<file path="config.mk">
export PLATFORM = sky130hd
export DESIGN_NAME = xlat_walker
export DESIGN_NICKNAME = d
export VERILOG_FILES = /design/src/rtl/xlat_pkg.sv /design/src/rtl/xlat_vaddr_split.sv /design/src/rtl/xlat_entry_decode.sv /design/src/rtl/xlat_perm_check.sv /design/src/rtl/xlat_walker.sv
export SDC_FILE = /design/constraint.sdc
export NUM_CORES = 1
export LEC_CHECK = 0
export BUFFER_PORTS_ARGS = -buffer_cell sky130_fd_sc_hd__buf_2
export CAP_MARGIN = 20
export CORE_ASPECT_RATIO = 0.7
export CORE_MARGIN = 8
export CORE_UTILIZATION = 46
export DETAILED_ROUTE_END_ITERATION = 6
export PLACE_DENSITY_LB_ADDON = 0.25
export SLEW_MARGIN = 20
export SYNTH_ARGS = -nofsm -noshare
export SYNTH_HDL_FRONTEND = slang
export SYNTH_SLANG_ARGS = --single-unit
</file>
<file path="constraint.sdc">
create_clock -name clk -period 2.3 [get_ports clk]
set_input_delay 0.23 -clock clk [delete_from_list [all_inputs] [get_ports clk]]
set_output_delay 0.23 -clock clk [all_outputs]
set_load 0.02 [all_outputs]
</file>
<file path="src/rtl/xlat_pkg.sv">
package xlat_pkg;
  localparam int DESC_W       = 64;
  localparam int BIT_VALID    = 0;
  localparam int BIT_WRITABLE = 1;
  localparam int BIT_USER     = 2;
  localparam int BIT_ACCESSED = 5;
  localparam int BIT_NOEXEC   = 63;

  typedef enum logic [1:0] {
    FLT_NONE     = 2'd0,
    FLT_NONCANON = 2'd1,
    FLT_ABSENT   = 2'd2,
    FLT_PROT     = 2'd3
  } fault_e;

  typedef enum logic [1:0] {
    ACC_READ  = 2'd0,
    ACC_WRITE = 2'd1,
    ACC_FETCH = 2'd2
  } access_e;

  typedef enum logic [1:0] {
    WS_IDLE      = 2'd0,
    WS_READ      = 2'd1,
    WS_WRITEBACK = 2'd2
  } walk_state_e;

  // Permissions gathered over the levels walked so far
  typedef struct packed {
    logic user_all;
    logic write_all;
    logic noexec_any;
  } perm_t;
endpackage

</file>
<file path="src/rtl/xlat_vaddr_split.sv">
module xlat_vaddr_split #(
  parameter int VA_W   = 48,
  parameter int LEVELS = 4,
  parameter int IDX_W  = 9,
  parameter int PAGE_W = 12
) (
  input  logic [63:0]                    vaddr,
  output logic                           canonical,
  output logic [LEVELS-1:0][IDX_W-1:0]   idx
);
  localparam int TOP_W = 64 - VA_W + 1;

  logic [TOP_W-1:0] top_bits;
  assign top_bits  = vaddr[63:VA_W-1];
  assign canonical = (top_bits == '0) || (top_bits == '1);

  // idx[0] selects within the last-level table, idx[LEVELS-1] within the root
  for (genvar g = 0; g < LEVELS; g++) begin : g_slice
    assign idx[g] = vaddr[PAGE_W + g*IDX_W +: IDX_W];
  end

  logic unused_offset;
  assign unused_offset = ^vaddr[PAGE_W-1:0];
endmodule

</file>
<file path="src/rtl/xlat_entry_decode.sv">
module xlat_entry_decode #(
  parameter int PA_W   = 52,
  parameter int PAGE_W = 12
) (
  input  logic [63:0]             entry,
  output logic                    valid,
  output logic                    writable,
  output logic                    user_ok,
  output logic                    accessed,
  output logic                    noexec,
  output logic [PA_W-PAGE_W-1:0]  frame
);
  import xlat_pkg::*;

  assign valid    = entry[BIT_VALID];
  assign writable = entry[BIT_WRITABLE];
  assign user_ok  = entry[BIT_USER];
  assign accessed = entry[BIT_ACCESSED];
  assign noexec   = entry[BIT_NOEXEC];
  assign frame    = entry[PA_W-1:PAGE_W];

  logic unused_fields;
  assign unused_fields = ^{entry[62:PA_W], entry[PAGE_W-1:6], entry[4:3]};
endmodule

</file>
<file path="src/rtl/xlat_perm_check.sv">
module xlat_perm_check (
  input  xlat_pkg::perm_t acc,
  input  logic            user_mode,
  input  logic [1:0]      kind,
  output logic            violation
);
  import xlat_pkg::*;

  logic user_bad, write_bad, fetch_bad;
  assign user_bad  = user_mode && !acc.user_all;
  assign write_bad = (kind == ACC_WRITE) && !acc.write_all;
  assign fetch_bad = (kind == ACC_FETCH) && acc.noexec_any;
  assign violation = user_bad || write_bad || fetch_bad;
endmodule

</file>
<file path="src/rtl/xlat_walker.sv">
module xlat_walker #(
  parameter int VA_W   = 48,
  parameter int PA_W   = 52,
  parameter int LEVELS = 4,
  parameter int IDX_W  = 9,
  parameter int PAGE_W = 12
) (
  input  logic             clk,
  input  logic             rst,
  input  logic             req_valid,
  input  logic [63:0]      req_vaddr,
  input  logic [1:0]       req_kind,
  input  logic [1:0]       req_priv,
  input  logic [63:0]      root_reg,
  output logic             busy,
  output logic             mem_req_valid,
  output logic             mem_req_write,
  output logic [PA_W-1:0]  mem_req_addr,
  output logic [63:0]      mem_req_wdata,
  input  logic             mem_rsp_valid,
  input  logic [63:0]      mem_rsp_rdata,
  output logic             done,
  output logic [1:0]       fault,
  output logic [PA_W-1:0]  phys_addr
);
  import xlat_pkg::*;

  localparam int FRAME_W   = PA_W - PAGE_W;
  localparam int LVL_W     = $clog2(LEVELS);
  localparam int ENT_SHIFT = PAGE_W - IDX_W;   // log2 of descriptor bytes

  walk_state_e          state_q;
  logic [LVL_W-1:0]     lvl_q;
  logic [63:0]          vaddr_q;
  logic [1:0]           kind_q;
  logic                 user_q;
  logic [FRAME_W-1:0]   base_q;
  perm_t                acc_q;
  fault_e               fault_q;

  // Address split: the request while idle, the latched address during a walk
  logic [63:0]                  split_in;
  logic                         canonical;
  logic [LEVELS-1:0][IDX_W-1:0] idx_all;

  assign split_in = (state_q == WS_IDLE) ? req_vaddr : vaddr_q;

  xlat_vaddr_split #(
    .VA_W(VA_W), .LEVELS(LEVELS), .IDX_W(IDX_W), .PAGE_W(PAGE_W)
  ) u_split (
    .vaddr(split_in), .canonical(canonical), .idx(idx_all)
  );

  logic               e_valid, e_writable, e_user, e_accessed, e_noexec;
  logic [FRAME_W-1:0] e_frame;

  xlat_entry_decode #(.PA_W(PA_W), .PAGE_W(PAGE_W)) u_decode (
    .entry(mem_rsp_rdata), .valid(e_valid), .writable(e_writable),
    .user_ok(e_user), .accessed(e_accessed), .noexec(e_noexec), .frame(e_frame)
  );

  logic rsp_read, rsp_wb;
  assign rsp_read = (state_q == WS_READ) && mem_rsp_valid;
  assign rsp_wb   = (state_q == WS_WRITEBACK) && mem_rsp_valid;

  // Permissions including the descriptor arriving this cycle
  perm_t acc_n;
  always_comb begin
    acc_n = acc_q;
    if (rsp_read) begin
      acc_n.user_all   = acc_q.user_all & e_user;
      acc_n.write_all  = acc_q.write_all & e_writable;
      acc_n.noexec_any = acc_q.noexec_any | e_noexec;
    end
  end

  logic violation;
  xlat_perm_check u_perm (
    .acc(acc_n), .user_mode(user_q), .kind(kind_q), .violation(violation)
  );

  // Step down a level: after a read whose accessed flag was set, or after write-back
  logic               advance;
  logic [FRAME_W-1:0] adv_base;
  logic [LVL_W-1:0]   lvl_dn;
  logic [IDX_W-1:0]   idx_next;
  assign advance  = (rsp_read && e_valid && e_accessed) || rsp_wb;
  assign adv_base = rsp_read ? e_frame : base_q;
  assign lvl_dn   = lvl_q - LVL_W'(1);
  assign idx_next = idx_all[lvl_dn];

  assign busy  = (state_q != WS_IDLE);
  assign fault = fault_q;

  always_ff @(posedge clk) begin
    if (rst) begin
      state_q       <= WS_IDLE;
      lvl_q         <= '0;
      vaddr_q       <= '0;
      kind_q        <= '0;
      user_q        <= 1'b0;
      base_q        <= '0;
      acc_q         <= '0;
      fault_q       <= FLT_NONE;
      done          <= 1'b0;
      phys_addr     <= '0;
      mem_req_valid <= 1'b0;
      mem_req_write <= 1'b0;
      mem_req_addr  <= '0;
      mem_req_wdata <= '0;
    end else begin
      mem_req_valid <= 1'b0;
      done          <= 1'b0;
      case (state_q)
        WS_IDLE: begin
          if (req_valid) begin
            vaddr_q <= req_vaddr;
            kind_q  <= req_kind;
            user_q  <= (req_priv == 2'd3);
            acc_q   <= '{user_all: 1'b1, write_all: 1'b1, noexec_any: 1'b0};
            if (!canonical) begin
              done      <= 1'b1;
              fault_q   <= FLT_NONCANON;
              phys_addr <= '0;
            end else begin
              state_q       <= WS_READ;
              lvl_q         <= LVL_W'(LEVELS - 1);
              mem_req_valid <= 1'b1;
              mem_req_write <= 1'b0;
              mem_req_addr  <= {root_reg[PA_W-1:PAGE_W], idx_all[LEVELS-1],
                                {ENT_SHIFT{1'b0}}};
            end
          end
        end
        WS_READ: begin
          if (mem_rsp_valid) begin
            if (!e_valid) begin
              state_q   <= WS_IDLE;
              done      <= 1'b1;
              fault_q   <= FLT_ABSENT;
              phys_addr <= '0;
            end else begin
              acc_q  <= acc_n;
              base_q <= e_frame;
              if (!e_accessed) begin
                // same address as the read just answered
                state_q       <= WS_WRITEBACK;
                mem_req_valid <= 1'b1;
                mem_req_write <= 1'b1;
                mem_req_wdata <= mem_rsp_rdata | (64'd1 << BIT_ACCESSED);
              end
            end
          end
        end
        default: ;
      endcase

      if (advance) begin
        if (lvl_q == '0) begin
          state_q   <= WS_IDLE;
          done      <= 1'b1;
          fault_q   <= violation ? FLT_PROT : FLT_NONE;
          phys_addr <= violation ? '0 : {adv_base, vaddr_q[PAGE_W-1:0]};
        end else begin
          state_q       <= WS_READ;
          lvl_q         <= lvl_dn;
          mem_req_valid <= 1'b1;
          mem_req_write <= 1'b0;
          mem_req_addr  <= {adv_base, idx_next, {ENT_SHIFT{1'b0}}};
        end
      end
    end
  end

  // a badly sign-extended address completes on the next cycle with code 1
  assert_noncanon_done_R1: assert property (@(posedge clk) disable iff (rst)
    (!busy && req_valid && !((&req_vaddr[63:VA_W-1]) || !(|req_vaddr[63:VA_W-1])))
    |=> (done && fault == FLT_NONCANON && !mem_req_valid));

  // an invalid descriptor ends the walk at once
  assert_absent_stops_R3: assert property (@(posedge clk) disable iff (rst)
    (state_q == WS_READ && mem_rsp_valid && !mem_rsp_rdata[0])
    |=> (done && fault == FLT_ABSENT && !mem_req_valid));

  // write-back always carries the accessed flag and the walk goes on
  assert_wb_accessed_R4: assert property (@(posedge clk) disable iff (rst)
    (mem_req_valid && mem_req_write) |-> (mem_req_wdata[BIT_ACCESSED] && busy));

  // no address is reported with a fault
  assert_fault_zero_addr_R8: assert property (@(posedge clk) disable iff (rst)
    (done && fault != FLT_NONE) |-> (phys_addr == '0));

  // completion and busy never overlap
  assert_done_not_busy_R9: assert property (@(posedge clk) disable iff (rst)
    done |-> !busy);

  // memory traffic only during a walk
  assert_mem_in_walk_R10: assert property (@(posedge clk) disable iff (rst)
    mem_req_valid |-> busy);
endmodule

</file>
==> results.cfg, run 1 <==
[run_status]
status = completed

[pwr]
p_seq_share_pct = 48.3
cellLeakagePower_nw = 7.09
fin_total_pwr_mw = 10.5
power_density_mw_per_mm2 = 651
power_frac_comb_pct = 8.7
p_sw_mw = 2.41
max-vdd-ir-drop_v = 0.000509
power.share.clock_pct = 43.1
internal_power_mw = 8.11
switching_share_pct = 22.9

[global_routing]
grtUsageMet1_pct = 34.3
grt_usage_pct = 26.3
met2_usage_pct = 41.2
grt_pass1_wl_um = 64900
antenna_found_initial = 5
grt_pass1_vias = 11630
grt_max_degree = 116
met3_usage_pct = 6.84
busiest_layer = met2
overflow = 0

[drt]
ant_nets = 0
vias_per_cell = 5.46
wire_per_inst_um = 19.4
via_count = 11746
wl_um = 41700
drt_iter0_drc = 854
dr.pass1.iters = 6
drc_errors = 0

[finish]
instances_no_fill = 2153
syn2layout_area_growth_pct = 42.1
nets = 2004
drive_gt1_share_pct = 26.0
fillers = 1913

[sta]
fmax_mhz = 455
finalSetupViolCount = 0
skew_ns = 0.0193
period_minus_slack_ns = 2.20
hold_viol = 0
timing.final.max_slew_violations = 0
fin_tns_setup_ns = 0
worst_slew_pin_slew_ns = 0.778
max_slew_margin_pct = 48.2
min_period_over_period_pct = 95.5

[clock_network]
clock_latency_ns = 0.54
root_buffer = clkbuf_16
cts_tree = yes
htree_levels = 1
clock_path_buffers = 3
cts.sinks = 286
path_clk_slew_ns = 0.06
cts_buffers = 28

[yosys]
ys_warn_count = 0
synth_seq_cells = 286
synth.distinct_cells = 45
avgSynthCellArea_sq_um = 8.57
syn_area_sq_mm = 0.0114
synth_edf_count = 0
seq_area_frac_synth_pct = 50.4
synthesis.instances = 1325
syn_nets = 1526
synth_ff_type = dfxtp_1
synthArstFlopShare_pct = 0

[run]
maxCapViolations = 0

[floorplanning]
ioPinCount = 374
die-width_um = 204
die-area_sq_mm = 0.0301
die_h_um = 147
core_sq_mm = 0.0244
initial_core_util_pct = 46.5
fp-row-count = 48

[critical_path]
path_class = flop to flop
end_kind = flop
worstPathArrival_ns = 2.66
worstPathCellList = nor2_4 -> inv_2 -> nor4_2 -> o22ai_1 -> nand3_1 -> and3b_2 -> buf_12 -> a22o_1
crit_cells = 8
rr_startpoint = state_q[0]
r2r_end = phys_addr[7]
crit_slowest_cell = nor4_2
worstSetupStartpointType = flop
worstPathRequired_ns = 2.77
worstRegToRegCells = 8
cp_max_fo = 33
crit_path_max_incr_delay_ns = 0.39
r2r_slack_ns = 0.10
crit_buf_inv = 2
critPathTopFamily = simple AND/OR/NAND/NOR gates

[place]
dp_cells = 1922
gp_congestion = 0.846
port-buffer-count = 349
dp_hpwl_um = 26200

[hold_path]
min_to = user_q
hold_class = input pin to flop
hold-path-cell-count = 3
hold_path.startpoint = req_priv[0]
## Yosys cell counts (all sizes together) (12+ instances only)
| cell type | instances | area [sq um] |
|---|---|---|
| a21oi | 180 | 901 |
| nand2 | 421 | 1580 |
| buf | 32 | 189 |
| nor2 | 20 | 82.6 |
| a21o | 41 | 308 |
| a31oi | 39 | 244 |
| mux2i | 40 | 400 |
| nor4 | 15 | 113 |
| nor3 | 30 | 150 |
| a22o | 12 | 105 |
| o2bb2ai | 40 | 350 |
| mux4 | 18 | 405 |
| dfxtp | 286 | 5730 |
| clkbuf | 76 | 285 |
## stage by stage
step	util, %	setup slack, ns	hold slack [ns]	area [sq um]
floorplan	-	0.188	0.366	11400
global placement	55.0	0.0153	0.438	13400
detailed placement	55.0	-0.0719	0.443	13400
CTS	65.7	0.00989	0.0125	16100
global route	66.1	-0.0280	0.0536	16100
finish	66.1	0.104	0.0633	16100
## worst max-delay path by stage
stage,from,endpoint
CTS,state_q[1],mem_req_addr[23]
finish,state_q[0],phys_addr[7]
global route,state_q[1],phys_addr[3]
floorplan,lvl_q[0],phys_addr[10]
global placement,state_q[1],phys_addr[10]
detailed placement,state_q[1],phys_addr[3]
## repair_timing
item / CTS / global route
gates resized for setup: 1 / 3
setup endpoints to repair: 16 / 74
buffers inserted: 0 / 6
hold buffers: 170 / 0
pin swaps: 1 / 3
endpoints found under the hold margin: 215 / 0
## power groups by stage
stage               Sequential [mW]  Clock, mW  Combinational [mW]
floorplan                      5.18          0               0.329
global placement               5.18          0               0.652
detailed placement             5.19          0               0.659
CTS                            5.07       4.60               0.889
global route                   5.08       4.77               0.981
finish                         5.08       4.53               0.913
## routing by layer
metal / vias up / part of all wire, %
met5: - / 0
met4: 0 / 3.4
met3: 86 / 9.3
met2: 528 / 45
met1: 5602 / 42
li1: 5530 / -
## registers in the layout (all words and copies together) (netlist names)
signal,cells
lvl_q,2
fault,2
mem_req_addr,52
vaddr_q,64
state_q,2
done,1
acc_q,3
mem_req_write,1
phys_addr,52
user_q,1
base_q,40
kind_q,2
mem_req_valid,1
mem_req_wdata,63
## area by class of cell
type	instances	area [sq um]	area share [%]
Sequential cell	286	5730	35.5
Multi-Input combinational cell	926	5180	32.1
Timing Repair Buffer	556	3890	24.1
Clock buffer	41	831	5.14
Tap cell	325	407	2.52
Clock inverter	9	76.3	0.473
Inverter	5	18.8	0.116
Antenna cell	5	12.5	0.0775
## logic make-up (layout without fill, tap and decap cells)
| family | after synthesis | in the layout | synth area share [%] |
|---|---|---|---|
| compound gates | 337 | 337 | 18.5 |
| fa+ha+maj | 1 | 1 | 0.110 |
| buf+inv | 113 | 611 | 4.34 |
| flops | 286 | 286 | 50.4 |
| mux | 60 | 60 | 7.29 |
| other cells | 0 | 5 | 0 |
| simple gates | 528 | 528 | 19.3 |
## layout by cell type (no fill, tap or decap), drive strengths merged, types with 7 or more instances in the layout
cell type and n:
buf 386, o21ai 7, nor4 15, a31oi 39
clkbuf 41, nor2 20, a211oi 8, o2bb2ai 40
nand3 7, nor3 30, a21o 41, dfxtp 286
dlygate4sd3 170, mux2i 40, nand2 421, mux4 18
nor2b 11, a22o 12, a21oi 180, clkinv 7
## worst min-delay path, cell delays in order
cell and delay [ns]:
buf_2 0.10, nand3_1 0.13, a21oi_1 0.09
(Power assumes the default switching activity.)
==> run 2: changes to the inputs <==
--- a/config.mk
+++ b/config.mk
@@ -7,7 +7,6 @@
 export LEC_CHECK = 0
 export BUFFER_PORTS_ARGS = -buffer_cell sky130_fd_sc_hd__buf_2
 export CAP_MARGIN = 20
-export CORE_ASPECT_RATIO = 0.7
 export CORE_MARGIN = 8
 export CORE_UTILIZATION = 46
 export DETAILED_ROUTE_END_ITERATION = 6
==> run 2 against run 1 <==
Effect of this change: critical path depth did not move; setup slack gained 0.029 ns; first-iteration DRC count is 16% higher; largest cell class unchanged; largest power group unchanged; highest routed layer is now met5.
==> results.cfg, run 2 (synthesis results as in run 1) <==
[run_status]
status = completed

[finish]
final-seq-area_sq_mm = 0.00573
final_core_util_pct = 66.1
fillers = 1932
multi_input_area_sq_mm = 0.00517
largest_register_ffs = 64
final_common_cell = nand2_1
top_regs = vaddr_q (64), mem_req_wdata (63)
largest-register = vaddr_q
final_cell_mix = nand2_1 (417), buf_2 (348), dfxtp_1 (286), a21oi_1 (180), dlygate4sd3_1 (169)
nets = 1998
instances_no_fill = 2146
syn2layout_area_growth_pct = 41.6
drive_gt1_share_pct = 25.7
fin_area_sq_mm = 0.0161

[clock_network]
clock_path_buffers = 3
htree_levels = 1
cts.sinks = 286
path_clk_slew_ns = 0.06
root_buffer = clkbuf_16
cts_buffers = 30
post-cts-setup-buffers = 0
clock_latency_ns = 0.55
cts_tree = yes

[drt]
vias_per_cell = 5.41
via_count = 11615
ant_nets = 0
dr.pass1.iters = 5
met2WireLength_um = 18800
wl_met1_um = 15500
drt_iter0_drc = 990
highest_layer = met5
wl_um = 39200
route.met3.wl_um = 3270
drc_errors = 0
wire_per_inst_um = 18.3

[floorplanning]
die-area_sq_mm = 0.0300
initial_core_util_pct = 46.7
die_h_um = 173
ioPinCount = 374
core_sq_mm = 0.0243
die-width_um = 173
fp-row-count = 57

[place]
gp_congestion = 0.814
dp_hpwl_um = 25000
dpl_cell_area_sq_mm = 0.0134
dp_cells = 1920
port-buffer-count = 349

[critical_path]
worstPathRequired_ns = 2.78
path_class = flop to flop
worstSetupStartpointType = flop
worstPathArrival_ns = 2.64
cp_max_fo = 30
end_kind = flop

[sta]
hold_viol = 0
period_minus_slack_ns = 2.17
rsz0062_at_grt = no
skew_ns = 0.0163
max_slew_margin_pct = 61.0
timing.final.max_slew_violations = 0
fmax_mhz = 462
finalSetupViolCount = 0
fin_tns_setup_ns = 0
min_period_over_period_pct = 94.2
worst_slew_pin_slew_ns = 0.584
whs_ns = 0.0266

[pwr]
max-vdd-ir-drop_v = 0.000521
cellLeakagePower_nw = 7.05
power_density_mw_per_mm2 = 662

[global_routing]
grt_pass1_wl_um = 62000
grt_max_degree = 93
antenna_found_initial = 8
grt_pass1_vias = 11337
grt_usage_pct = 24.8
overflow = 0

[run]
maxCapViolations = 0

[hold_path]
hold_class = input pin to flop
==> run 2: cell types whose count changed in the layout (fill, tap and decap cells not counted), moves of 2 or more <==
| cell | previous run | this run |
|---|---|---|
| buf_12 | 13 | 10 |
| buf_4 | 24 | 20 |
| clkbuf_16 | 29 | 31 |
| clkinvlp_4 | 1 | 3 |
==> run 2: cell type report <==
type                    count  share of cell area (%)
repair buffers            548                    23.6
diodes                      6                  0.0933
clock buffers              42                    5.45
flip-flops and latches    286                    35.6
inverters                   5                   0.117
well taps                 324                    2.52
clock inverters             9                   0.482
multi-input cells         926                    32.2
==> run 2: critical path: stages, from the launching register on <==
cell,delay (ns)
dfxtp_1,0.35
nor2_4,0.21
inv_2,0.11
nor4_2,0.38
o22ai_1,0.18
nand3_1,0.21
and3b_2,0.29
buf_12,0.21
o2bb2ai_1,0.14
==> run 2: path summary, 6_finish.rpt <==
| check | cells past startpoint | endpoint | startpoint | slack [ns] |
|---|---|---|---|---|
| setup reg to reg | 8 | phys_addr[24] | state_q[0] | 0.13 |
| hold / removal | 3 | user_q | req_priv[0] | 0.03 |
| hold reg to reg | 2 | mem_req_wdata[61] | mem_req_wdata[61] | 0.45 |
| setup / recovery | 8 | phys_addr[24] | state_q[0] | 0.13 |
==> run 2: metrics by stage <==
stage          worst slack (ns)  total power [mW]
2_1_floorplan             0.188              5.51
3_3_place_gp              0.193              5.82
3_5_place_dp              0.118              5.83
4_1_cts                   0.125              10.7
5_1_grt                 0.00152              11.0
6_report                  0.134              10.7
==> run 2: what timing repair did <==
| action | 4_1_cts | 5_1_grt |
|---|---|---|
| hold buffers | 169 | 0 |
| endpoints found under the hold margin | 214 | 0 |
| resized for setup | 0 | 3 |
| endpoints found under the setup margin | 0 | 2 |
==> run 2: per-layer routing <==
layer	vias to the layer above	GRT usage, %
li1	5521	-
met1	5470	29.4
met2	514	41.9
met3	106	6.64
met4	4	10.1
met5	-	0
==> run 2: report_power, final <==
part / leakage, nW / internal (mW) / switching [mW]
Combinational: 4.27 / 0.468 / 0.422
Clock: 0.465 / 2.74 / 1.94
Sequential: 2.32 / 5.03 / 0.0438
==> run 3: changes to the inputs <==
--- a/config.mk
+++ b/config.mk
@@ -10,7 +10,7 @@
 export CORE_MARGIN = 8
 export CORE_UTILIZATION = 46
 export DETAILED_ROUTE_END_ITERATION = 6
-export PLACE_DENSITY_LB_ADDON = 0.25
+export PLACE_DENSITY = 0.73
 export SLEW_MARGIN = 20
 export SYNTH_ARGS = -nofsm -noshare
 export SYNTH_HDL_FRONTEND = slang
==> run 3 against run 2 <==
Effect of this change: clock power rose by 9.4%; power rose by 4.4%; cell area rose by 0.89%; sequential share of layout area fell by 0.31 points; die area did not move; fmax rose by 0.57%; via count rose by 2.2%; clock skew fell by 0.0058 ns; core utilization rose by 0.59 points; sequential cell count did not move; sequential power barely moved; register-to-register slack barely moved; critical endpoint is now mem_req_addr[28]; highest routed layer unchanged.
==> results.cfg, run 3 (synthesis results as in run 1) <==
[pwr]
power_density_mw_per_mm2 = 685
max-vdd-ir-drop_v = 0.000804
cellLeakagePower_nw = 7.12

[drt]
via_count = 11868
drc_errors = 0
vias_per_cell = 5.52
wl_um = 40800
ant_nets = 0
drt_iter0_drc = 1075
wire_per_inst_um = 19.0
dr.pass1.iters = 7

[finish]
top_regs = vaddr_q (64), mem_req_wdata (63)
final_common_cell = nand2_1
nets = 1999
drive_gt1_share_pct = 26.0
syn2layout_area_growth_pct = 42.9
largest_register_ffs = 64
fin_area_sq_mm = 0.0162
largest-register = vaddr_q
instances_no_fill = 2149
final_cell_mix = nand2_1 (417), buf_2 (348), dfxtp_1 (286), a21oi_1 (180), dlygate4sd3_1 (170)

[place]
port-buffer-count = 349
dpl_cell_area_sq_mm = 0.0134
gp_congestion = 0.842
dp_hpwl_um = 25100
post-place-ws_ns = 0.0803
dp_cells = 1920

[clock_network]
cts.sinks = 286
htree_levels = 1
clock_path_buffers = 3
cts_buffers = 30
path_clk_slew_ns = 0.06
clock_latency_ns = 0.55
root_buffer = clkbuf_16
cts_tree = yes

[floorplanning]
initial_core_util_pct = 46.7
die-area_sq_mm = 0.0300
die-width_um = 173
core_sq_mm = 0.0243
ioPinCount = 374
fp-row-count = 57
die_h_um = 173

[hold_path]
hold_class = input pin to flop
hold_path.startpoint = rst
min_to = base_q[22]
hold-path-cell-count = 2

[sta]
fin_tns_setup_ns = 0
rsz0062_at_grt = no
timing.final.max_slew_violations = 0
fin_ws_ns = 0.146
hold_viol = 0
min_period_over_period_pct = 93.7
skew_ns = 0.0105
finalSetupViolCount = 0
worst_slew_pin_slew_ns = 0.606
whs_ns = 0.0607
fmax_mhz = 464
max_slew_margin_pct = 59.6
period_minus_slack_ns = 2.15

[critical_path]
worstPathArrival_ns = 2.62
r2r_end = mem_req_addr[28]
cp_max_fo = 34
path_class = flop to flop
crit_slowest_cell = nor4_2
worstSetupStartpointType = flop
rr_startpoint = state_q[1]
crit_path_max_incr_delay_ns = 0.37
crit_buf_inv = 2
worstPathRequired_ns = 2.77
end_kind = flop
worstPathCellList = nor2_4 -> inv_2 -> nor4_2 -> o22a_2 -> o31a_4 -> buf_12 -> nand2_1 -> a31oi_1
worstRegToRegCells = 8
r2r_slack_ns = 0.15
critPathTopFamily = simple AND/OR/NAND/NOR gates

[global_routing]
grt_usage_pct = 25.7
grt_pass1_wl_um = 64300
overflow = 0
grt_max_degree = 77
grt_pass1_vias = 11792
antenna_found_initial = 5

[run]
maxCapViolations = 0

[run_status]
status = completed
run 3: cell types whose count changed in the layout (fill, tap and decap cells not counted), moves of 2 or more:
cell and delta:
buf_12 +2, bufinv_16 +3, buf_4 -3, diode_2 -3, clkinv_2 +2, clkbuf_1 -2
run 3: cell type report:
cell class | instances | area, sq um
Clock buffer | 40 | 870
Antenna cell | 3 | 7.51
Inverter | 5 | 18.8
Multi-Input combinational cell | 926 | 5170
Clock inverter | 16 | 194
Sequential cell | 286 | 5730
Fill cell | 1836 | 8090
Timing Repair Buffer | 549 | 3830
Tap cell | 324 | 405
run 3: timing repair:
| item | CTS | global route |
|---|---|---|
| resized for setup | 0 | 3 |
| buffers inserted | 0 | 0 |
| endpoints found under the hold margin | 212 | 0 |
| setup endpoints to repair | 0 | 80 |
| hold buffers | 170 | 0 |
run 3: metal layers:
layer	routed length (um)	part of all wire [%]	track usage, %
met4	1550	3.8	9.85
met2	19700	48	44.4
met1	16200	40	30.7
met3	3320	8.1	5.82
met5	20	0.049	0
run 3: per-stage QoR:
step	utilization (%)	total power, mW
global placement	55.3	5.82
floorplan	-	5.51
global route	66.7	11.5
finish	66.7	11.1
detailed placement	55.3	5.83
CTS	66.7	11.1
run 3: worst reg2reg max path, cell delays in order, from the launching register on:
cell	delay, ns
dfxtp_1	0.34
nor2_4	0.24
inv_2	0.12
nor4_2	0.37
o22a_2	0.27
o31a_4	0.19
buf_12	0.22
nand2_1	0.12
a31oi_1	0.19
run 3: how the worst max path moves through the flow:
| stage | start | to | slack, ns | cells after the start |
|---|---|---|---|---|
| 2_1_floorplan | lvl_q[0] | phys_addr[10] | 0.19 | 10 |
| 3_3_place_gp | state_q[1] | phys_addr[13] | 0.15 | 8 |
| 3_5_place_dp | state_q[1] | phys_addr[49] | 0.08 | 8 |
| 4_1_cts | state_q[1] | phys_addr[38] | 0.05 | 8 |
| 5_1_grt | state_q[1] | phys_addr[38] | 0.004 | 8 |
| 6_report | state_q[1] | mem_req_addr[28] | 0.15 | 8 |
run 3: power by group:
part	switching, mW	internal [mW]	total [mW]
Sequential	0.0458	5.03	5.08
Combinational	0.436	0.473	0.909
Clock	2.03	3.10	5.13
Total	2.51	8.61	11.1
